--- src/rtl/mdio_pkg.sv ---
// Shared constants and the command type for the management master.
// Assumes clause-22 frames of exactly 64 management clock periods.
package mdio_pkg;
    localparam int FRAME_BITS = 64;
    localparam int HDR_BITS   = 46;   // preamble .. register address
    localparam int DATA_FIRST = 48;   // first data bit index
    localparam logic [1:0] OP_RD = 2'b10;
    localparam logic [1:0] OP_WR = 2'b01;
    localparam logic [4:0] STATUS_REG = 5'd1;

    typedef struct packed {
        logic        wr;
        logic [4:0]  reg_a;
        logic [15:0] wdata;
    } mgmt_cmd_t;
endpackage

--- src/rtl/mdc_clkgen.sv ---
// Management clock divider. Produces mdc and single-cycle tick strobes that
// coincide with the system clock edge at which mdc changes.
// Assumes HALF_DIV >= 1; reserved rate code 11 behaves like 00.
module mdc_clkgen #(
    parameter int HALF_DIV = 2
) (
    input  logic       clk,
    input  logic       rst_n,
    input  logic [1:0] rate_sel,
    output logic       mdc,
    output logic       rise_tick,
    output logic       fall_tick
);
    localparam int MAX_HALF = 4 * HALF_DIV;
    localparam int CW       = $clog2(MAX_HALF + 1);

    logic [CW-1:0] cnt;
    logic [CW-1:0] half;
    logic          wrap;

    // Decode the rate code into a half-period length.
    always_comb begin
        case (rate_sel)
            2'b01:   half = CW'(2 * HALF_DIV);
            2'b10:   half = CW'(HALF_DIV);
            default: half = CW'(MAX_HALF);
        endcase
    end

    assign wrap      = (cnt >= half - 1'b1);
    assign rise_tick = wrap & ~mdc;
    assign fall_tick = wrap & mdc;

    // Count system clocks and toggle mdc at the end of each half period.
    always_ff @(posedge clk) begin
        if (!rst_n) begin
            cnt <= '0;
            mdc <= 1'b0;
        end else if (wrap) begin
            cnt <= '0;
            mdc <= ~mdc;
        end else begin
            cnt <= cnt + 1'b1;
        end
    end
endmodule

--- src/rtl/mdio_frame_engine.sv ---
// Serialises one 64-bit management frame per accepted command. Drives on
// falling-tick edges, samples read data on rising-tick edges, releases the
// line from the read turnaround on. Assumes ticks from mdc_clkgen.
module mdio_frame_engine
    import mdio_pkg::*;
(
    input  logic       clk,
    input  logic       rst_n,
    input  logic       rise_tick,
    input  logic       fall_tick,
    input  logic       start_valid,
    input  mgmt_cmd_t  cmd,
    input  logic [4:0] phy_addr,
    input  logic       mdio_in,
    output logic       accept,
    output logic       busy,
    output logic       done,
    output logic [15:0] rd_data,
    output logic       mdio_out,
    output logic       mdio_oe,
    output logic [5:0] bit_idx,
    output logic       cur_wr
);
    logic [FRAME_BITS-1:0] word;
    logic [FRAME_BITS-1:0] sreg;
    logic [6:0]            idx_next;

    assign accept   = fall_tick & ~busy & start_valid;
    assign idx_next = {1'b0, bit_idx} + 7'd1;

    // Assemble the frame image for the offered command.
    always_comb begin
        word = {32'hFFFF_FFFF, 2'b01, (cmd.wr ? OP_WR : OP_RD), phy_addr,
                cmd.reg_a, 2'b10, (cmd.wr ? cmd.wdata : 16'h0000)};
    end

    // Frame sequencing: start, shift out, finish.
    always_ff @(posedge clk) begin
        if (!rst_n) begin
            busy     <= 1'b0;
            done     <= 1'b0;
            mdio_out <= 1'b1;
            mdio_oe  <= 1'b0;
            bit_idx  <= '0;
            cur_wr   <= 1'b0;
            sreg     <= '0;
        end else begin
            done <= 1'b0;
            if (accept) begin
                busy     <= 1'b1;
                cur_wr   <= cmd.wr;
                bit_idx  <= '0;
                mdio_out <= word[FRAME_BITS-1];
                mdio_oe  <= 1'b1;
                sreg     <= {word[FRAME_BITS-2:0], 1'b0};
            end else if (fall_tick && busy) begin
                if (bit_idx == 6'(FRAME_BITS - 1)) begin
                    busy     <= 1'b0;
                    done     <= 1'b1;
                    mdio_out <= 1'b1;
                    mdio_oe  <= 1'b0;
                end else begin
                    bit_idx  <= idx_next[5:0];
                    mdio_out <= sreg[FRAME_BITS-1];
                    mdio_oe  <= cur_wr | (idx_next < 7'(HDR_BITS));
                    sreg     <= {sreg[FRAME_BITS-2:0], 1'b0};
                end
            end
        end
    end

    // Capture read data on rising ticks during the data phase.
    always_ff @(posedge clk) begin
        if (!rst_n) begin
            rd_data <= '0;
        end else if (rise_tick && busy && !cur_wr && bit_idx >= 6'(DATA_FIRST)) begin
            rd_data <= {rd_data[14:0], mdio_in};
        end
    end
endmodule

--- src/rtl/mdio_poll_arb.sv ---
// Chooses the next frame (host first, then status poll), routes results back
// to the host or to the stored status, and flags status changes.
// Assumes host_req is held until host_done.
module mdio_poll_arb
    import mdio_pkg::*;
(
    input  logic       clk,
    input  logic       rst_n,
    input  logic       host_req,
    input  logic       host_wr,
    input  logic [4:0] host_reg,
    input  logic [15:0] host_wdata,
    input  logic       poll_en,
    input  logic       int_phy_sel,
    input  logic       stat_int_en,
    input  logic       accept,
    input  logic       done,
    input  logic [15:0] rd_data,
    output logic       start_valid,
    output mgmt_cmd_t  cmd,
    output logic       owner_host,
    output logic       host_done,
    output logic [15:0] host_rdata,
    output logic [15:0] poll_status,
    output logic       stat_changed
);
    logic poll_ok;
    logic stat_valid;

    assign poll_ok     = poll_en & ~int_phy_sel;
    assign start_valid = host_req | poll_ok;

    // Select the command offered to the frame engine.
    always_comb begin
        if (host_req) begin
            cmd = '{wr: host_wr, reg_a: host_reg, wdata: host_wdata};
        end else begin
            cmd = '{wr: 1'b0, reg_a: STATUS_REG, wdata: 16'h0000};
        end
    end

    assign stat_changed = done & ~owner_host & stat_valid &
                          (rd_data != poll_status) & stat_int_en;

    // Remember which requester owns the running frame.
    always_ff @(posedge clk) begin
        if (!rst_n) begin
            owner_host <= 1'b0;
        end else if (accept) begin
            owner_host <= host_req;
        end
    end

    // Deliver results to the host or to the stored status.
    always_ff @(posedge clk) begin
        if (!rst_n) begin
            host_done   <= 1'b0;
            host_rdata  <= '0;
            poll_status <= '0;
            stat_valid  <= 1'b0;
        end else begin
            host_done <= done & owner_host;
            if (done && owner_host) begin
                host_rdata <= rd_data;
            end
            if (done && !owner_host) begin
                poll_status <= rd_data;
                stat_valid  <= 1'b1;
            end
        end
    end
endmodule

--- src/rtl/mdio_status_track.sv ---
// Presence flag from the idle data-line level, port selection, and the two
// sticky interrupt bits. Assumes busy covers the whole frame.
module mdio_status_track (
    input  logic       clk,
    input  logic       rst_n,
    input  logic       mdio_in,
    input  logic       busy,
    input  logic       auto_sel,
    input  logic [1:0] irq_clr,
    input  logic       stat_changed,
    output logic       phy_present,
    output logic       mii_port_sel,
    output logic       irq_pd_chg,
    output logic       irq_stat_chg
);
    logic pd_move;

    assign pd_move      = ~busy & (mdio_in != phy_present);
    assign mii_port_sel = auto_sel & phy_present;

    // Follow the idle line level; hold it while a frame runs.
    always_ff @(posedge clk) begin
        if (!rst_n) begin
            phy_present <= 1'b0;
        end else if (!busy) begin
            phy_present <= mdio_in;
        end
    end

    // Sticky interrupt bits: setting wins over clearing.
    always_ff @(posedge clk) begin
        if (!rst_n) begin
            irq_pd_chg   <= 1'b0;
            irq_stat_chg <= 1'b0;
        end else begin
            if (pd_move)         irq_pd_chg <= 1'b1;
            else if (irq_clr[0]) irq_pd_chg <= 1'b0;
            if (stat_changed)    irq_stat_chg <= 1'b1;
            else if (irq_clr[1]) irq_stat_chg <= 1'b0;
        end
    end
endmodule

--- src/rtl/mdio_autopoll_master.sv ---
// Top level of the management master: clock divider, frame engine, request
// arbiter with status polling, and presence/interrupt tracking.
// Assumes mdio_in is already synchronous to clk.
module mdio_autopoll_master
    import mdio_pkg::*;
#(
    parameter int HALF_DIV = 2
) (
    input  logic        clk,
    input  logic        rst_n,
    input  logic [1:0]  rate_sel,
    input  logic        auto_sel,
    input  logic        poll_en,
    input  logic        stat_int_en,
    input  logic        int_phy_sel,
    input  logic [4:0]  phy_addr,
    input  logic        host_req,
    input  logic        host_wr,
    input  logic [4:0]  host_reg,
    input  logic [15:0] host_wdata,
    input  logic [1:0]  irq_clr,
    input  logic        mdio_in,
    output logic        mdc,
    output logic        mdio_out,
    output logic        mdio_oe,
    output logic        host_done,
    output logic [15:0] host_rdata,
    output logic        phy_present,
    output logic        mii_port_sel,
    output logic [15:0] poll_status,
    output logic        irq_pd_chg,
    output logic        irq_stat_chg
);
    logic        rise_tick, fall_tick;
    logic        start_valid, eng_accept, eng_busy, eng_done;
    logic [15:0] eng_rdata;
    logic [5:0]  bit_idx;
    logic        cur_wr, owner_host, stat_changed;
    mgmt_cmd_t   cmd;

    mdc_clkgen #(.HALF_DIV(HALF_DIV)) u_clk (
        .clk(clk), .rst_n(rst_n), .rate_sel(rate_sel),
        .mdc(mdc), .rise_tick(rise_tick), .fall_tick(fall_tick)
    );

    mdio_frame_engine u_eng (
        .clk(clk), .rst_n(rst_n), .rise_tick(rise_tick), .fall_tick(fall_tick),
        .start_valid(start_valid), .cmd(cmd), .phy_addr(phy_addr),
        .mdio_in(mdio_in), .accept(eng_accept), .busy(eng_busy),
        .done(eng_done), .rd_data(eng_rdata), .mdio_out(mdio_out),
        .mdio_oe(mdio_oe), .bit_idx(bit_idx), .cur_wr(cur_wr)
    );

    mdio_poll_arb u_arb (
        .clk(clk), .rst_n(rst_n), .host_req(host_req), .host_wr(host_wr),
        .host_reg(host_reg), .host_wdata(host_wdata), .poll_en(poll_en),
        .int_phy_sel(int_phy_sel), .stat_int_en(stat_int_en),
        .accept(eng_accept), .done(eng_done), .rd_data(eng_rdata),
        .start_valid(start_valid), .cmd(cmd), .owner_host(owner_host),
        .host_done(host_done), .host_rdata(host_rdata),
        .poll_status(poll_status), .stat_changed(stat_changed)
    );

    mdio_status_track u_trk (
        .clk(clk), .rst_n(rst_n), .mdio_in(mdio_in), .busy(eng_busy),
        .auto_sel(auto_sel), .irq_clr(irq_clr), .stat_changed(stat_changed),
        .phy_present(phy_present), .mii_port_sel(mii_port_sel),
        .irq_pd_chg(irq_pd_chg), .irq_stat_chg(irq_stat_chg)
    );
endmodule

--- config.mk ---
export PLATFORM = sky130hd
export DESIGN_NAME = mdio_autopoll_master
export DESIGN_NICKNAME = d
export VERILOG_FILES = /design/src/rtl/mdio_pkg.sv /design/src/rtl/mdc_clkgen.sv /design/src/rtl/mdio_frame_engine.sv /design/src/rtl/mdio_poll_arb.sv /design/src/rtl/mdio_status_track.sv /design/src/rtl/mdio_autopoll_master.sv
export SDC_FILE = /design/constraint.sdc
export NUM_CORES = 1
export LEC_CHECK = 0
export CAP_MARGIN = 20
export CORE_ASPECT_RATIO = 0.7
export CORE_MARGIN = 5
export CORE_UTILIZATION = 50
export CTS_BUF_LIST = sky130_fd_sc_hd__clkbuf_8
export CTS_CLUSTER_SIZE = 40
export DETAILED_ROUTE_END_ITERATION = 8
export PLACE_DENSITY = 0.74
export RECOVER_POWER = 50
export SLEW_MARGIN = 20
export SYNTH_ARGS = -nofsm -noshare
export SYNTH_HDL_FRONTEND = slang
export SYNTH_SLANG_ARGS = --single-unit
--- constraint.sdc ---
create_clock -name clk -period 3.59 [get_ports clk]
set_clock_uncertainty 0.2 [all_clocks]
set_input_delay 0.8975 -clock clk [delete_from_list [all_inputs] [get_ports clk]]
set_output_delay 0.8975 -clock clk [all_outputs]
set_load 0.005 [all_outputs]
## Word-level counts from Yosys, hierarchy flattened

Index checks and enable logic that the tools add are counted.

| storage, ports and cells | value |
|---|---|
| output and inout port bits | 40 |
| logic and storage cells | 89 |
| bits of input ports | 39 |
| register bits after elaboration | 133 |

| operators by class | value |
|---|---|
| reduce and logical (&&, ||, !) cells | 18 |
| $lt $le $gt $ge | 3 |
| mux-type cells | 19 |
| $add $sub $neg | 3 |
| equal/unequal tests | 6 |
| bitwise operators | 21 |

Operator list:

| operator | number |
|---|---|
| $mux W64 | 3 |
| $mux W22 | 1 |
| $mux W16 | 1 |
| $ne A16 B16 Y1 | 1 |
| $and A1 B1 Y1 | 12 |
| $mux W1 | 12 |
| $pmux W4 S2 | 1 |
| $reduce_bool A2 Y1 | 4 |
| $add A6 B1 Y7 const B | 1 |
| $lt A7 B6 Y1 const B | 1 |
| $not A1 Y1 | 7 |
| $eq A6 B6 Y1 const B | 1 |
| $ge A6 B6 Y1 const B | 1 |
| $logic_and A1 B1 Y1 | 6 |
| $reduce_and A2 Y1 | 3 |
| $add A4 B1 Y4 const B | 1 |
| $ge A4 B4 Y1 | 1 |
| $reduce_or A2 Y1 | 2 |
| $sub A4 B1 Y4 const B | 1 |
| $reduce_or A3 Y1 | 1 |
| $eq A2 B1 Y1 const B | 1 |
| $eq A2 B2 Y1 const B | 1 |
| $logic_not A1 Y1 | 2 |
| $mux W2 | 1 |
| 3 further kinds | 4 |

## Depth between registers and ports, before layout

| depth | value |
|---|---|
| word-level depth | 9 |
| mapped depth | 12 |

## Cells and area by module

From an unflattened synthesis, not the netlist that was laid out.

| unflattened totals | value |
|---|---|
| cells, all modules | 643 |
| area total of the unflattened synthesis | 5,894.4 um^2 |

By module, submodules not included:

| module | seq. area each (um^2) | instances | cells each | area each (um^2) |
|---|---|---|---|---|
| mdio_frame_engine | 1,801.7 | 1 | 403 | 3,746.1 |
| mdio_poll_arb | 700.7 | 1 | 198 | 1,739.2 |
| mdc_clkgen | 100.1 | 1 | 30 | 284.0 |
| mdio_status_track | 60.1 | 1 | 12 | 125.1 |

## Worst setup path before layout

Ideal clock, no wire load.

| timing | value |
|---|---|
| path type | input to register |
| from | input port rate_sel[0] |
| to | register u_eng.sreg[58] |
| cell stages on the path | 10 |
| arrival | 2.608 ns |
| slack | 0.664 ns |
| data required time | 3.271 ns |
| setup time | 0.119 ns |
| path buffers | 2 |
| path through | inv_1 > ha_1 > inv_1 > ha_1 > and3_1 > a22oi_4 > a21oi_4 > buf_4 > buf_4 > o221a_1 |

| on the way | value |
|---|---|
| longest elaborated chain between the ends | 9 |
| elaborated cells on any way between the ends | 13 |
| classes of those cells | add/sub (1); order compare (1); eq/ne (3); mux (2); bitwise (3); reduce/logical (3) |

Ends and longest elaborated chain:

| element | line | text |
|---|---|---|
| start, declared | mdio_autopoll_master.sv:11 | `input logic [1:0] rate_sel,` |
| $eq A2 B2 Y1 / $eq A2 B1 Y1 (equally long branches) | mdc_clkgen.sv:23 | `case (rate_sel)` |
| $pmux W4 S2 * | mdc_clkgen.sv:23 |  |
| $sub A4 B1 Y4 * | mdc_clkgen.sv:30 | `assign wrap = (cnt >= half - 1'b1);` |
| $ge A4 B4 Y1 * | mdc_clkgen.sv:30 |  |
| $and A1 B1 Y1 * | mdc_clkgen.sv:32 | `assign fall_tick = wrap & mdc;` |
| $and A1 B1 Y1 (2 in series) | mdio_frame_engine.sv:28 | `assign accept = fall_tick & ~busy & start_valid;` |
| $ne A2 B2 Y1 (no source line) / $reduce_bool A2 Y1 (equally long branches) | - |  |
| $reduce_and A2 Y1 (no source line) | - |  |
| end signal, assigned | mdio_frame_engine.sv:55 | `sreg <= {word[FRAME_BITS-2:0], 1'b0};` |
| end signal, assigned | mdio_frame_engine.sv:66 | `sreg <= {sreg[FRAME_BITS-2:0], 1'b0};` |
| end, declared | mdio_frame_engine.sv:25 | `logic [FRAME_BITS-1:0] sreg;` |

Every way passes the cells marked *; elsewhere a longest branch is shown, timed or not.
A chain may end at the register's enable or synchronous reset.

## Final worst setup path

| timing | value |
|---|---|
| from | input port rate_sel[0] |
| to | register u_eng.rd_data[4] |

| on the way | value |
|---|---|
| longest elaborated chain between the ends | 8 |
| elaborated cells on any way between the ends | 9 |
| classes of those cells | add/sub (1); order compare (1); eq/ne (2); mux (1); bitwise (1); reduce/logical (3) |

Ends and longest elaborated chain:

| element | line | text |
|---|---|---|
| $eq A2 B2 Y1 / $eq A2 B1 Y1 (equally long branches) | mdc_clkgen.sv:23 |  |
| $pmux W4 S2 * | mdc_clkgen.sv:23 |  |
| $sub A4 B1 Y4 * | mdc_clkgen.sv:30 |  |
| $ge A4 B4 Y1 * | mdc_clkgen.sv:30 |  |
| $and A1 B1 Y1 * | mdc_clkgen.sv:31 | `assign rise_tick = wrap & ~mdc;` |
| $logic_and A1 B1 Y1 * (3 in series) | mdio_frame_engine.sv:76 | `end else if (rise_tick && busy && !cur_wr && bit_idx >= 6'(DATA_FIRST)) begin` |
| end signal, assigned | mdio_frame_engine.sv:77 | `rd_data <= {rd_data[14:0], mdio_in};` |
| end, declared | mdio_frame_engine.sv:18 | `output logic [15:0] rd_data,` |

Marks and branches as above.

==> run summary <==
Count of cell types in the netlist: 52
PostCTS Resize Cnt: 0
Power Density: 425 nW/um^2
Post-synthesis simple-gate area fraction: 14.4%
Via count: 4423
Internal power: 0.00225 W
Final worst slack: 0.351 ns
Synth Area in Compound Gates: 23.8%
Reg2Reg Setup Slack: 1.22 ns
CTS root buf: clkbuf_8
Reg-to-Reg End: u_eng.rd_data[4]
Peak supply drop: 0.257 mV
Dpl hpwl: 8.61 mm
First drt pass iteration count: 5
Worst r2r src: u_clk.cnt[1]
Status: completed
Switching share of power: 21.1%
Final nets: 686
Ant. Diodes: 0
Mean Syn Cell Area: 9.61 sq um
Share of the synthesized area in the top cell type: 48.7%
Yosys top cell by area: dfxtp_1
Post-CTS Setup Inserts: 0
Sw power: 0.000604 W
Worst EP required: 3.71 ns
Max FO, Critical Path: 16
Routed wire per std cell: 15.9 um
Largest family of logic cells by synthesized area: compound AO/OA/AOI/OAI gates
Critical path class: primary input to flop
CTS Sinks: 133
Number of global-route vias before repair: 4464
Port bufs: 78
Setup crit end: u_eng.rd_data[4]
Routed WL: 12.8 mm
GPL Wtd Cong: 0.811
Row cnt: 32
Share of layout cells above drive strength 1: 12.7%
Critical path endpoint category: flop
Hold Path Class: flop to flop
Worst-margin pin slew: 1.34 ns
Most common cell after layout, fill and taps aside: dfxtp_1
Dpl ws: 0.0251 ns
Core area: 10900 sq um
Gate power share: 4.8%
Synthesized Nets: 614
Commonest cells after routing, fill and taps aside: dfxtp_1 (133), nand2_1 (94), dlygate4sd3_1 (40)
Startpoint types: primary input
Max-capacitance violation count: 0
Clock transition at path regs: 0.07 ns
Crit path time final: 3.24 ns
Die Height: 97.5 um
IO Pins: 79
TritonCTS clock tree: done
CTS Buf Count: 17
Synth Area in Adders: 1.37%
Die area: 13200 sq um
Hold Buf Count CTS: 0
Slew margin rel.: 10.5%
RSZ-0062 raised after global routing: false
Worst skew pair latency: 0.43 ns
YS warnings: 0
Static Leakage: 2.47 nW
Synth-to-layout area growth: 22.8%
Seq/Total Area, Yosys: 48.7%
Initial drt markers: 301
Detail Route Antenna Nets: 0
Top cells by area, synth: dfxtp_1 (49%), nand2_1 (6.5%), o221a_2 (5.8%)
Post-synth EDFFs: 0
Slew Viols, Final: 0
Avg Vias per Cell: 5.50
Ys flop type: dfxtp_1
First-pass GRT wire length: 21.5 mm
Number of H-tree levels: 4
Post-Synthesis Cells: 569
Final hold violation count: 0
Final Cycle Share: 90.2%
Ys async rst share: 0%
Total gr overflow: 0
Endpoints failing setup: 0
Yosys reg bits: 133
Initial Util: 50.4%
Mapped cell area: 5470 sq um
Initial antenna violation count: 0
CTS Buffer Depth: 2
Largest net degree at the start of global routing: 83
XOR/XNOR share of the synthesized area: 3.85%
Critical Path AT: 3.36 ns
Share of synthesized area spent on multiplexers: 3.11%
Clk pwr share: 42.8%
Setup crit start: rate_sel[0]
DRC viols: 0
Max Fclk: 0.309 GHz
Setup TNS: 0 ns
Sequential power share: 52.4%
Overall routing resource usage: 20.1%
Die X: 135 um
Worst-case reg-to-reg path depth: 7
layout make-up:
type | count | area [sq um]
inverters | 7 | 26.3
well taps | 153 | 191
flip-flops and latches | 133 | 2660
clock buffers | 22 | 303
multi-input cells | 386 | 2530
clock inverters | 7 | 81.3
fillers | 919 | 4140
repair buffers | 96 | 917
flip-flops by register name (all words and copies together) (netlist names), 4 cells and up:
signal,cells
u_eng.sreg,63
u_arb.host_rdata,16
u_arb.poll_status,16
u_eng.rd_data,16
u_eng.bit_idx,6
u_clk.cnt,4
synth_stat cells, types with 2 or more instances:
library cell	number
inv_1	7
o21ai_1	3
buf_2	5
dfxtp_1	133
a21o_4	2
nand3_1	8
xnor2_1	23
ha_1	6
o22ai_1	6
o221a_1	5
nand4_1	5
o21ai_0	39
and2_1	3
clkbuf_1	26
o21a_1	2
o221a_2	28
a221oi_1	5
nor2b_1	22
buf_6	6
nor2_1	17
nor3_1	3
a21boi_0	35
buf_4	5
a21oi_1	15
and3_1	5
nand2_1	94
nor4_1	2
mux2i_1	17
a31oi_1	19
worst max-delay path: stages:
cell	delay, ns
dlygate4sd3_1	0.52
inv_1	0.04
ha_1	0.18
ha_1	0.29
a21o_4	0.24
a31oi_1	0.40
nor4_4	0.08
clkbuf_2	0.37
mux2i_1	0.27
nor2b_1	0.06
power by group through the flow:
stage                     Clock [W]  Combinational, W  Sequential (W)
after floorplan                   0         0.0000775         0.00153
after global placement            0          0.000141         0.00153
after detailed placement          0          0.000143         0.00153
after CTS                   0.00124          0.000144         0.00150
after global routing        0.00131          0.000151         0.00150
final                       0.00122          0.000137         0.00150
per-stage QoR:
step	hold WS (ns)	instance area (sq um)	cells	total power, W	utilization, %
after CTS	0.269	6760	804	0.00288	62.3
final	0.266	6710	804	0.00286	61.9
after global routing	0.290	6710	804	0.00296	61.9
after detailed placement	0.259	6380	775	0.00167	58.8
after global placement	0.249	6370	775	0.00167	58.7
after floorplan	0.229	5470	569	0.00161	-
kinds of logic after synthesis:
family                   Yosys count
AO/OA/AOI/OAI                    171
XOR/XNOR                          24
adder cells (fa/ha/maj)            6
buffers and inverters             50
flip-flops                       133
multiplexers                      17
other                              1
AND/OR/NAND/NOR                  167
worst min-delay path by stage:
stage,startpoint,to,slack (ns),depth (start not counted)
after global placement,u_eng.sreg[1],u_eng.sreg[2],0.25,2
after detailed placement,u_arb.host_rdata[3],u_arb.host_rdata[3],0.26,2
after floorplan,u_eng.sreg[16],u_eng.sreg[17],0.23,2
final,u_arb.host_rdata[3],u_arb.host_rdata[3],0.27,2
after CTS,u_arb.host_rdata[3],u_arb.host_rdata[3],0.27,2
after global routing,u_eng.sreg[31],u_eng.sreg[32],0.29,2
layer usage:
metal  vias up  track usage, %  share of wire, %
li1       2163               -                 -
met2       123            29.5                44
met1      2122            27.7                48
met5         -               0                 0
met3        15            5.75               6.3
met4         0            7.98               1.3
Note: power is estimated with default switching activity, not from simulation.
